**config.mk**
```make
export PLATFORM = sky130hd
export DESIGN_NAME = ddr_turnaround_sched
export DESIGN_NICKNAME = d
export VERILOG_FILES = /design/src/rtl/ddr_turnaround_sched.sv
export SDC_FILE = /design/constraint.sdc
export NUM_CORES = 1
export LEC_CHECK = 0
export ABC_CLOCK_PERIOD_IN_PS = 2500
export BUFFER_PORTS_ARGS = -buffer_cell sky130_fd_sc_hd__buf_2
export CAP_MARGIN = 0
export CORE_ASPECT_RATIO = 0.9
export CORE_MARGIN = 8
export CORE_UTILIZATION = 30
export CTS_CLUSTER_SIZE = 40
export DETAILED_ROUTE_END_ITERATION = 12
export HOLD_SLACK_MARGIN = 0.05
export PLACE_DENSITY_LB_ADDON = 0.08
export SKIP_LAST_GASP = 1
export SLEW_MARGIN = 20
export SYNTH_ARGS = -nofsm -noshare
export SYNTH_HDL_FRONTEND = slang
export SYNTH_SLANG_ARGS = --single-unit
```
**constraint.sdc**
```tcl
create_clock -name clk -period 2.5 [get_ports clk]
set_input_delay 0.125 -clock clk [delete_from_list [all_inputs] [get_ports clk]]
set_output_delay 0.125 -clock clk [all_outputs]
set_load 0.02 [all_outputs]
```
**src/rtl/ddr_turnaround_sched.sv**
```systemverilog
module ddr_turnaround_sched #(
  parameter int DW     = 8,
  parameter int BL     = 4,
  parameter int CL     = 2,
  parameter int FLIGHT = 1,
  parameter int RANK_W = 2
) (
  input  logic                clk,
  input  logic                rst_n,
  input  logic                req_valid,
  input  logic                req_write,
  input  logic [RANK_W-1:0]   req_rank,
  input  logic [BL*DW-1:0]    req_wdata,
  output logic                req_ready,
  output logic                cmd_valid,
  output logic                cmd_write,
  output logic [RANK_W-1:0]   cmd_rank,
  output logic                wdqs_oe,
  output logic [3:0]          wdqs_q,
  output logic [4*DW-1:0]     wdq_q
);

  localparam int HB       = BL / 2;
  localparam int GAP_RR   = HB;
  localparam int GAP_RR_X = HB + 1;
  localparam int GAP_WW   = HB;
  localparam int GAP_WR   = HB + 2;
  localparam int GAP_RW   = CL + HB + FLIGHT;
  localparam int GAP_MAX  = (GAP_RW > GAP_WR) ? GAP_RW : GAP_WR;
  localparam int CW       = $clog2(GAP_MAX + 1);
  localparam int KW       = (HB > 1) ? $clog2(HB) : 1;

  logic              seen, last_wr;
  logic [RANK_W-1:0] last_rank;
  logic [CW-1:0]     since, need;
  logic              take;

  always_comb begin
    if (last_wr)        need = req_write ? CW'(GAP_WW) : CW'(GAP_WR);
    else if (req_write) need = CW'(GAP_RW);
    else                need = (req_rank == last_rank) ? CW'(GAP_RR) : CW'(GAP_RR_X);
  end

  assign req_ready = !seen || (since >= need);
  assign take      = req_valid && req_ready;

  always_ff @(posedge clk or negedge rst_n) begin
    if (!rst_n) begin
      seen      <= 1'b0;
      last_wr   <= 1'b0;
      last_rank <= '0;
      since     <= '0;
      cmd_valid <= 1'b0;
      cmd_write <= 1'b0;
      cmd_rank  <= '0;
    end else begin
      cmd_valid <= take;
      if (take) begin
        seen      <= 1'b1;
        last_wr   <= req_write;
        last_rank <= req_rank;
        since     <= CW'(1);
        cmd_write <= req_write;
        cmd_rank  <= req_rank;
      end else if (since != CW'(GAP_MAX)) begin
        since <= since + CW'(1);
      end
    end
  end

  logic              nxt_on, cur_on;
  logic [KW-1:0]     cur_k;
  logic [BL*DW-1:0]  nxt_d, cur_d;

  always_ff @(posedge clk or negedge rst_n) begin
    if (!rst_n) begin
      nxt_on <= 1'b0;
      cur_on <= 1'b0;
      cur_k  <= '0;
      nxt_d  <= '0;
      cur_d  <= '0;
    end else begin
      nxt_on <= take && req_write;
      if (take && req_write) nxt_d <= req_wdata;
      if (nxt_on) begin
        cur_on <= 1'b1;
        cur_k  <= '0;
        cur_d  <= nxt_d;
      end else if (cur_on) begin
        if (cur_k == KW'(HB - 1)) cur_on <= 1'b0;
        else                      cur_k  <= cur_k + KW'(1);
      end
    end
  end

  assign wdqs_oe = cur_on || nxt_on;
  assign wdqs_q  = cur_on ? 4'b0011 : 4'b0000;

  always_comb begin
    int b;
    b     = 2 * int'(cur_k);
    wdq_q = '0;
    if (cur_on) begin
      wdq_q[0*DW +: DW] = cur_d[b*DW +: DW];
      wdq_q[1*DW +: DW] = cur_d[(b+1)*DW +: DW];
      wdq_q[2*DW +: DW] = cur_d[(b+1)*DW +: DW];
      if (cur_k != KW'(HB - 1)) wdq_q[3*DW +: DW] = cur_d[(b+2)*DW +: DW];
    end
    if (nxt_on) wdq_q[3*DW +: DW] = nxt_d[0 +: DW];
  end

  logic              a_seen, a_wr;
  logic [RANK_W-1:0] a_rank;
  logic [CW-1:0]     a_since;

  always_ff @(posedge clk or negedge rst_n) begin
    if (!rst_n) begin
      a_seen  <= 1'b0;
      a_wr    <= 1'b0;
      a_rank  <= '0;
      a_since <= '0;
    end else if (cmd_valid) begin
      a_seen  <= 1'b1;
      a_wr    <= cmd_write;
      a_rank  <= cmd_rank;
      a_since <= CW'(1);
    end else if (a_since != CW'(GAP_MAX)) begin
      a_since <= a_since + CW'(1);
    end
  end


  cmd_from_accept_chk: assert property (@(posedge clk) disable iff (!rst_n)
    cmd_valid |-> $past(req_valid && req_ready));

  rd_rd_same_chk: assert property (@(posedge clk) disable iff (!rst_n)
    (cmd_valid && !cmd_write && a_seen && !a_wr && cmd_rank == a_rank) |-> a_since >= CW'(GAP_RR));

  rd_rd_cross_chk: assert property (@(posedge clk) disable iff (!rst_n)
    (cmd_valid && !cmd_write && a_seen && !a_wr && cmd_rank != a_rank) |-> a_since >= CW'(GAP_RR_X));

  wr_wr_chk: assert property (@(posedge clk) disable iff (!rst_n)
    (cmd_valid && cmd_write && a_seen && a_wr) |-> a_since >= CW'(GAP_WW));

  wr_rd_chk: assert property (@(posedge clk) disable iff (!rst_n)
    (cmd_valid && !cmd_write && a_seen && a_wr) |-> a_since >= CW'(GAP_WR));

  rd_wr_chk: assert property (@(posedge clk) disable iff (!rst_n)
    (cmd_valid && cmd_write && a_seen && !a_wr) |-> a_since >= CW'(GAP_RW));

  preamble_low_chk: assert property (@(posedge clk) disable iff (!rst_n)
    $rose(wdqs_oe) |-> (wdqs_q == 4'b0000) && cmd_valid && cmd_write);

  first_edge_chk: assert property (@(posedge clk) disable iff (!rst_n)
    (cmd_valid && cmd_write) |=> wdqs_oe && (wdqs_q == 4'b0011));

  postamble_chk: assert property (@(posedge clk) disable iff (!rst_n)
    $fell(wdqs_oe) |-> $past(wdqs_q) == 4'b0011);

endmodule

```
# Yosys cells after proc, flatten, opt, wreduce, memory -nomap -nowiden

Cells that the tools add are included.
Widths: inputs -> output; s select.

Register bits: 75
Input bits: 38
Output and inout port bits: 42
Word-level logic and storage cells: 43

Add/sub/neg operators: 4
Magnitude comparators: 1
Eq/ne operators: 2
Shift-type cells: 3
Mux-type cells: 16
Reductions and logical operators: 7

Operator list:

| operator            | number |
|---|---|
| $shiftx 32x7->8     | 2 |
| $mux 32             | 1 |
| $shiftx 32x6->8     | 1 |
| $mux 8              | 2 |
| $mux 3              | 5 |
| $mux 1              | 7 |
| $reduce_bool 2->1   | 2 |
| $add 2x1->3 const B | 1 |
| $add 2x2->3 const B | 1 |
| $add 3x1->3 const B | 1 |
| $ge 3x3->1          | 1 |
| $ne 3x3->1 const B  | 1 |
| $eq 2x2->1          | 1 |
| $logic_and 1x1->1   | 2 |
| $logic_or 1x1->1    | 2 |
| $mux 2              | 1 |
| $add 1x1->1 const B | 1 |
| $logic_not 1->1     | 1 |

# Logic depth before layout (Yosys ltp)

Gate-level depths: netlist of the first run.

Word-level depth: 8
Depth in mapped cells: 10
Depth with buffers taken out: 9

# Least setup slack after synthesis of the first run

No wires, ideal clock.

Path kind: reg2reg
From: register last_rank[0]
To: register nxt_d[10]
Library setup time: 0.125 ns
Arrival: 2.289 ns
Data required time: 2.375 ns
Setup slack: 0.086 ns
Stages on the path, launching flop included: 11
Path buffers: 2
Clock period less this slack: 2.414 ns
Path through: dfrtp_1 > xor2_1 > nor3_1 > nor2_1 > ha_1 > nor2b_2 > o2111ai_2 > and3_1 > buf_6 > buf_12 > mux2_4

Longest elaborated chain between the ends: 8

Ends and longest elaborated chain:

| item                   | line | RTL |
|---|---|---|
| start, declared        | 34   | `logic [RANK_W-1:0] last_rank;` |
| start signal, assigned | 61   | `last_rank <= req_rank;` |
| $eq 2x2->1             | 41   | `else need = (req_rank == last_rank) ? CW'(GAP_RR) : CW'(GAP_RR_X);` |
| $mux 1                 | 41   |  |
| $mux 3                 | 40   | `else if (req_write) need = CW'(GAP_RW);` |
| $mux 3                 | 39   | `if (last_wr) need = req_write ? CW'(GAP_WW) : CW'(GAP_WR);` |
| $ge 3x3->1             | 44   | `assign req_ready = !seen \|\| (since >= need);` |
| $logic_or 1x1->1       | 44   |  |
| net req_ready          | 14   | `output logic req_ready,` |
| $logic_and 1x1->1      | 45   | `assign take = req_valid && req_ready;` |
| $logic_and 1x1->1      | 84   | `if (take && req_write) nxt_d <= req_wdata;` |
| end signal, assigned   | 84   |  |
| end, declared          | 73   | `logic [BL*DW-1:0] nxt_d, cur_d;` |

The timed path passes the listed nets, and every way through them passes these cells.
A chain may end at the register's enable or synchronous reset.

# Worst setup path in the final report of the first run

From: input port req_rank[0]
To: register nxt_d[0]

Longest elaborated chain between the ends: 8

Ends and longest elaborated chain:

| item              | line | RTL |
|---|---|---|
| start, declared   | 12   | `input logic [RANK_W-1:0] req_rank,` |
| $eq 2x2->1        | 41   |  |
| $mux 1            | 41   |  |
| $mux 3            | 40   |  |
| $mux 3            | 39   |  |
| $ge 3x3->1        | 44   |  |
| $logic_or 1x1->1  | 44   |  |
| $logic_and 1x1->1 | 45   |  |
| $logic_and 1x1->1 | 84   |  |

No other way between the ends.

==> flow_summary.toml, run 1 <==
[routing]
via_per_inst = 4.246
drc = 0
vias = 2178
detail_route.wl_per_cell_um = 15.00
wl_um = 7696
drt_iter0_markers = 106
drt_first_pass_iters = 4
ant_nets = 0

[timing]
worst_clock_skew_ns = 0.005179
tightest_slew_ns = 0.6600
clock.fmax_mhz = 435.3
drv_slew = 0
tns_ns = 0
period_needed_ns = 2.297
setup_viol = 0
relSlewSlack_pct = 56.00
hold_violations = 0
rsz0062_at_grt = "false"
fin_crit_sh_pct = 91.89

[cts]
postCtsSetupBuffers = 0
cts_hold_buf = 35
ctsHtreeMaxLevel = 3
clockBufferDepth = 2
ctsResizeCount = 0
clock_sinks = 75
cts_tree = "yes"
root_buffer = "clkbuf_16"
clk_pin_slew_ns = 0.05
worstSkewPairLatency_ns = 0.32
cts-buffers-inserted = 9

[synthesis]
synth_xor_area_share_pct = 1.001
yosysTopAreaCell = "dfrtp_1"
synthSimpleGateAreaFrac_pct = 5.683
synth_top_family_by_area = "multiplexers"
synth_compound_area_share_pct = 2.859
synthMuxAreaShare_pct = 28.81
netlist_area_sq_um = 3501
synthAdderAreaFrac_pct = 1.787
yosysSeqAreaShare_pct = 53.61
syn_avg_cell_area_sq_um = 14.35
synth_top_area_share_pct = 53.61
ys_warn_count = 0
ys_ff_latch = 75
synth.distinct_cells = 27
synthCells = 244
synthTopCellsByArea = "dfrtp_1 (54%), mux2_2 (12%), mux2_4 (12%)"

[die]
rows = 37
die_x_um = 129.9
initial_utilization_pct = 30.74
dieHeight_um = 118.5
fp.dieArea_sq_um = 15390
io_pins = 80
core-area_sq_um = 11390

[cells_and_area]
area_growth_pct = 31.74
final_core_util_pct = 40.50
stdcell_count = 513
drive_above_1_share_pct = 48.18
final_common_cell = "buf_2"
fin_nets = 395
layout_common_cells = "buf_2 (76), dfrtp_1 (74), mux2_2 (38), dlygate4sd3_1 (35), mux2_4 (28)"
diodes = 0

[worst_setup_path]
worst_path_max_delay_cell = "dlygate4sd3_1"
crit_path_end_kind = "register"
cp_top_family = "buffers and inverters"
r2r-end = "nxt_d[0]"
r2r_cells = 9
crit_fanout = 26
r2r-start = "last_rank[0]"
rrSetupSlack_ns = 0.23
cp.required_ns = 2.71
critical_path_class = "primary input to register"
critical_path.cell_chain = "dlygate4sd3_1, buf_2, xor2_1, nor3_1, nor2_1, ha_1, nor2b_2, o2111ai_2, and3_2, buf_12, mux2_2"
critPathBufInv = 3
cp.arrival_ns = 2.50
start_kind = "primary input"
max_stage_delay_ns = 0.53

[min_path]
worstHoldPathType = "primary input to register"
hold_end = "nxt_d[19]"
min_path_cells = 2
min-delay-start = "req_wdata[19]"

[global_route]
use_met1_pct = 13.68
antenna_found_initial = 0
busiest_layer = "met2"
grt_pass1_wl_um = 12900
gr-total-overflow = 0
grt_max_degree = 51
grt_util_met3_pct = 3.551
grt_pass1_vias = 2462
use_met2_pct = 16.81
grtUsageTotal_pct = 10.72

[power]
power_density_nw_per_um2 = 1329
leakage_uw = 0.002243
vdd_ir_drop_max_mv = 0.4682

[placed_design]
hpwlAfterDp_um = 5146
portBuffers = 77
place.gp.congestion = 0.6614
dpl.cell_count = 462

[run_status]
outcome = "completed"

[flow_run]
drv_cap = 0
==> metrics by stage <==
stage	setup slack (ns)	power [uW]	hold WS (ns)	area (sq um)
2_1_floorplan	0.08611	4292	-0.1706	3505
3_3_place_gp	0.2612	4840	0.2072	3966
3_5_place_dp	0.2309	4884	0.2001	3966
4_1_cts	0.2053	6242	0.05013	4612
5_1_grt	0.05710	6561	0.05981	4612
6_report	0.2028	6129	0.06775	4612
==> worst register-to-register path, stage by stage (launching register included) <==
cell and delay, ns:
dfrtp_1 0.40, xor2_1 0.16, nor3_1 0.16, nor2_1 0.06
ha_1 0.28, nor2b_2 0.05, o2111ai_2 0.19, and3_2 0.25
buf_12 0.23, mux2_2 0.36
==> sequential cells by signal, indices dropped and copies added, names as in the netlist <==
name	count
cur_d	32
nxt_d	32
since	3
last_rank	2
cmd_valid	1
cur_k	1
cur_on	1
last_wr	1
nxt_on	1
seen	1
==> routing by layer <==
layer	routed length (um)	part of all wire [%]
met5	0	0
met4	95	1.2
met3	400	5.2
met2	3617	47
met1	3582	47
==> area by class of cell <==
cell class                 instances  area (sq um)
tap                              156         195.2
clock inverter                     5         52.55
sequential                        75          1878
clock buffer                      11         242.7
multi-input combinational        141          1414
timing repair buffer             120         810.8
fill                            1119          6777
inverter                           5         18.77
==> report_power, final <==
group / switching (uW) / total (uW) / leakage [uW] / internal, uW
sequential: 394 / 2230 / 0.000894 / 1840
combinational: 1210 / 2620 / 0.00120 / 1410
clock: 479 / 1270 / 0.000145 / 795
==> synthesized netlist by cell type (all sizes together) <==
| cell | number |
|---|---|
| ha | 5 |
| nand2b | 2 |
| o2111ai | 1 |
| dfrtp | 75 |
| or2 | 2 |
| buf | 21 |
| xor2 | 2 |
| conb | 1 |
| a22o | 8 |
| inv | 5 |
| clkbuf | 3 |
| a211oi | 1 |
| a21o | 1 |
| nand2 | 6 |
| nor2b | 17 |
| mux2 | 66 |
| nor3 | 2 |
| and3 | 1 |
| mux2i | 16 |
| nor2 | 7 |
| xnor2 | 2 |
==> logic make-up after synthesis <==
| logic type | count (synthesis) |
|---|---|
| AOI/OAI and AO/OA | 11 |
| xor gates and xnor gates | 4 |
| adders and majority gates | 5 |
| buffers and inverters | 29 |
| DFF | 75 |
| muxes | 82 |
| other | 1 |
| and+or+nand+nor | 37 |
==> worst max-delay path by stage <==
| stage | depth (start not counted) | startpoint | endpoint |
|---|---|---|---|
| floorplan | 10 | last_rank[0] | nxt_d[10] |
| global placement | 9 | last_rank[0] | nxt_d[2] |
| detailed placement | 9 | last_rank[0] | nxt_d[1] |
| CTS | 11 | req_rank[0] | nxt_d[0] |
| global route | 8 | last_wr | nxt_d[2] |
| finish | 11 | req_rank[0] | nxt_d[0] |
Power figures use the tool's default switching activity.
==> run 2: changes to the inputs <==
- CORE_MARGIN: 8 -> 2
==> flow_summary.toml, run 2 (synthesis gave the netlist of run 1 again) <==
[cells_and_area]
top_regs = "cur_d: 32 flops, nxt_d: 32 flops, since: 3 flops"
final_area_sq_um = 4659
final_common_cell = "buf_2"
register_area_sq_um = 1878
area_growth_pct = 33.10
drive_above_1_share_pct = 48.18
fin_nets = 395
multi_input_area_sq_um = 1414
fillers = 1122
layout_common_cells = "buf_2 (76), dfrtp_1 (74), mux2_2 (38), dlygate4sd3_1 (36), mux2_4 (28)"
diodes = 0
final_core_util_pct = 40.91

[timing]
clock.fmax_mhz = 431.8
drv_slew = 0
worst_clock_skew_ns = 0.006491
rsz0062_at_grt = "false"
fin_crit_sh_pct = 92.64
setup_viol = 0
period_needed_ns = 2.316
hold_ws_ns = 0.3320
hold_violations = 0
tightest_slew_ns = 0.5704
relSlewSlack_pct = 61.98
tns_ns = 0

[global_route]
grtUsageTotal_pct = 12.38
grt_max_degree = 44
use_met2_pct = 18.81
use_met1_pct = 16.62
gr-total-overflow = 0
grt_pass1_vias = 2282
grt_util_met3_pct = 4.077
antenna_found_initial = 0
busiest_layer = "met2"
grt_pass1_wl_um = 12060

[cts]
clk_pin_slew_ns = 0.06
root_buffer = "clkbuf_16"
ctsResizeCount = 0
cts-buffers-inserted = 9
clock_sinks = 75
ctsHtreeMaxLevel = 3
cts_tree = "yes"
worstSkewPairLatency_ns = 0.33
clockBufferDepth = 2

[routing]
detail_route.wl_per_cell_um = 13.98
vias = 2160
wl_um = 7173
drt_iter0_markers = 50
via_per_inst = 4.211
drt_first_pass_iters = 4
ant_nets = 0
drc = 0

[worst_setup_path]
critical_path.cell_chain = "dlygate4sd3_1, buf_2, xor2_1, nor3_1, nor2_1, ha_1, nor2b_2, o2111ai_2, and3_2, buf_12, mux2_2"
cp-startpoint = "req_rank[0]"
cp.arrival_ns = 2.53
crit_fanout = 26
r2r-start = "last_rank[0]"
max_stage_delay_ns = 0.53
cp.required_ns = 2.72
crit_path_end_kind = "register"
start_kind = "primary input"
critPathBufInv = 3
critical_path_class = "primary input to register"
cp_top_family = "buffers and inverters"
worst_path_max_delay_cell = "dlygate4sd3_1"

[die]
fp.dieArea_sq_um = 12550
die_x_um = 117.9
io_pins = 80
dieHeight_um = 106.5
initial_utilization_pct = 30.74
core-area_sq_um = 11390
rows = 37

[power]
power_density_nw_per_um2 = 1338
leakage_uw = 0.002267
power_frac_seq_pct = 35.3
p_clk_share_pct = 22.7
switchingPower_uw = 2057
p_int_uw = 4176
pwr-share-comb_pct = 42.0
swShare_pct = 33.00
vdd_ir_drop_max_mv = 0.4420

[flow_run]
drv_cap = 0

[placed_design]
hpwlAfterDp_um = 4508
place.gp.congestion = 0.6793
post_dp_cell_area_sq_um = 3971
portBuffers = 77

[run_status]
outcome = "completed"

[min_path]
worstHoldPathType = "primary input to async pin"
-- run 2: cell count changes in the layout (fill, tap and decap cells not counted) --
cell,before,now
buf_12,1,2
buf_4,8,6
bufinv_16,1,2
clkbuf_1,1,0
clkbuf_8,1,2
clkinvlp_4,1,0
dlygate4sd3_1,35,36
-- run 2: stage by stage --
stage / total power, uW / instances / setup slack (ns)
3_5_place_dp: 4846 / 461 / 0.2155
4_1_cts: 6350 / 513 / 0.2003
2_1_floorplan: 4292 / 245 / 0.08611
6_report: 6233 / 513 / 0.1840
5_1_grt: 6700 / 513 / 0.06919
3_3_place_gp: 4821 / 461 / 0.2438
-- run 2: area by class of cell --
cell class                      instances  share of cell area (%)
Timing Repair Buffer                  120                   17.72
Clock buffer                           11                   5.424
Tap cell                              156                   4.189
Multi-Input combinational cell        141                   30.34
Sequential cell                        75                   40.31
Clock inverter                          5                   1.611
Inverter                                5                  0.4028
-- run 2: repair_timing --
item,in CTS,in global routing
hold buffers,36,0
setup buffers,0,0
endpoints found under the hold margin,76,0
-- run 2: per-layer routing --
metal | part of all wire, % | wire [um]
met1 | 48 | 3444
met2 | 46 | 3281
met3 | 4.9 | 348
met4 | 1.4 | 99
met5 | 0 | 0
-- run 2: path summary, 6_finish.rpt --
check,end,slack (ns),depth (start not counted)
setup / recovery,nxt_d[0],0.18,11
hold / removal,nxt_d[16],0.33,2
setup reg to reg,nxt_d[0],0.22,9
hold reg to reg,cur_d[31],0.50,1
max in group asynchronous,cur_d[26],1.58,3
min in group clk,nxt_on,0.38,3
-- run 2: power by group through the flow --
stage	Combinational, uW	Clock (uW)	Sequential (uW)
5_1_grt	2880	1520	2310
3_5_place_dp	2630	0	2220
4_1_cts	2680	1460	2210
6_report	2620	1420	2200
3_3_place_gp	2600	0	2220
2_1_floorplan	2140	0	2150
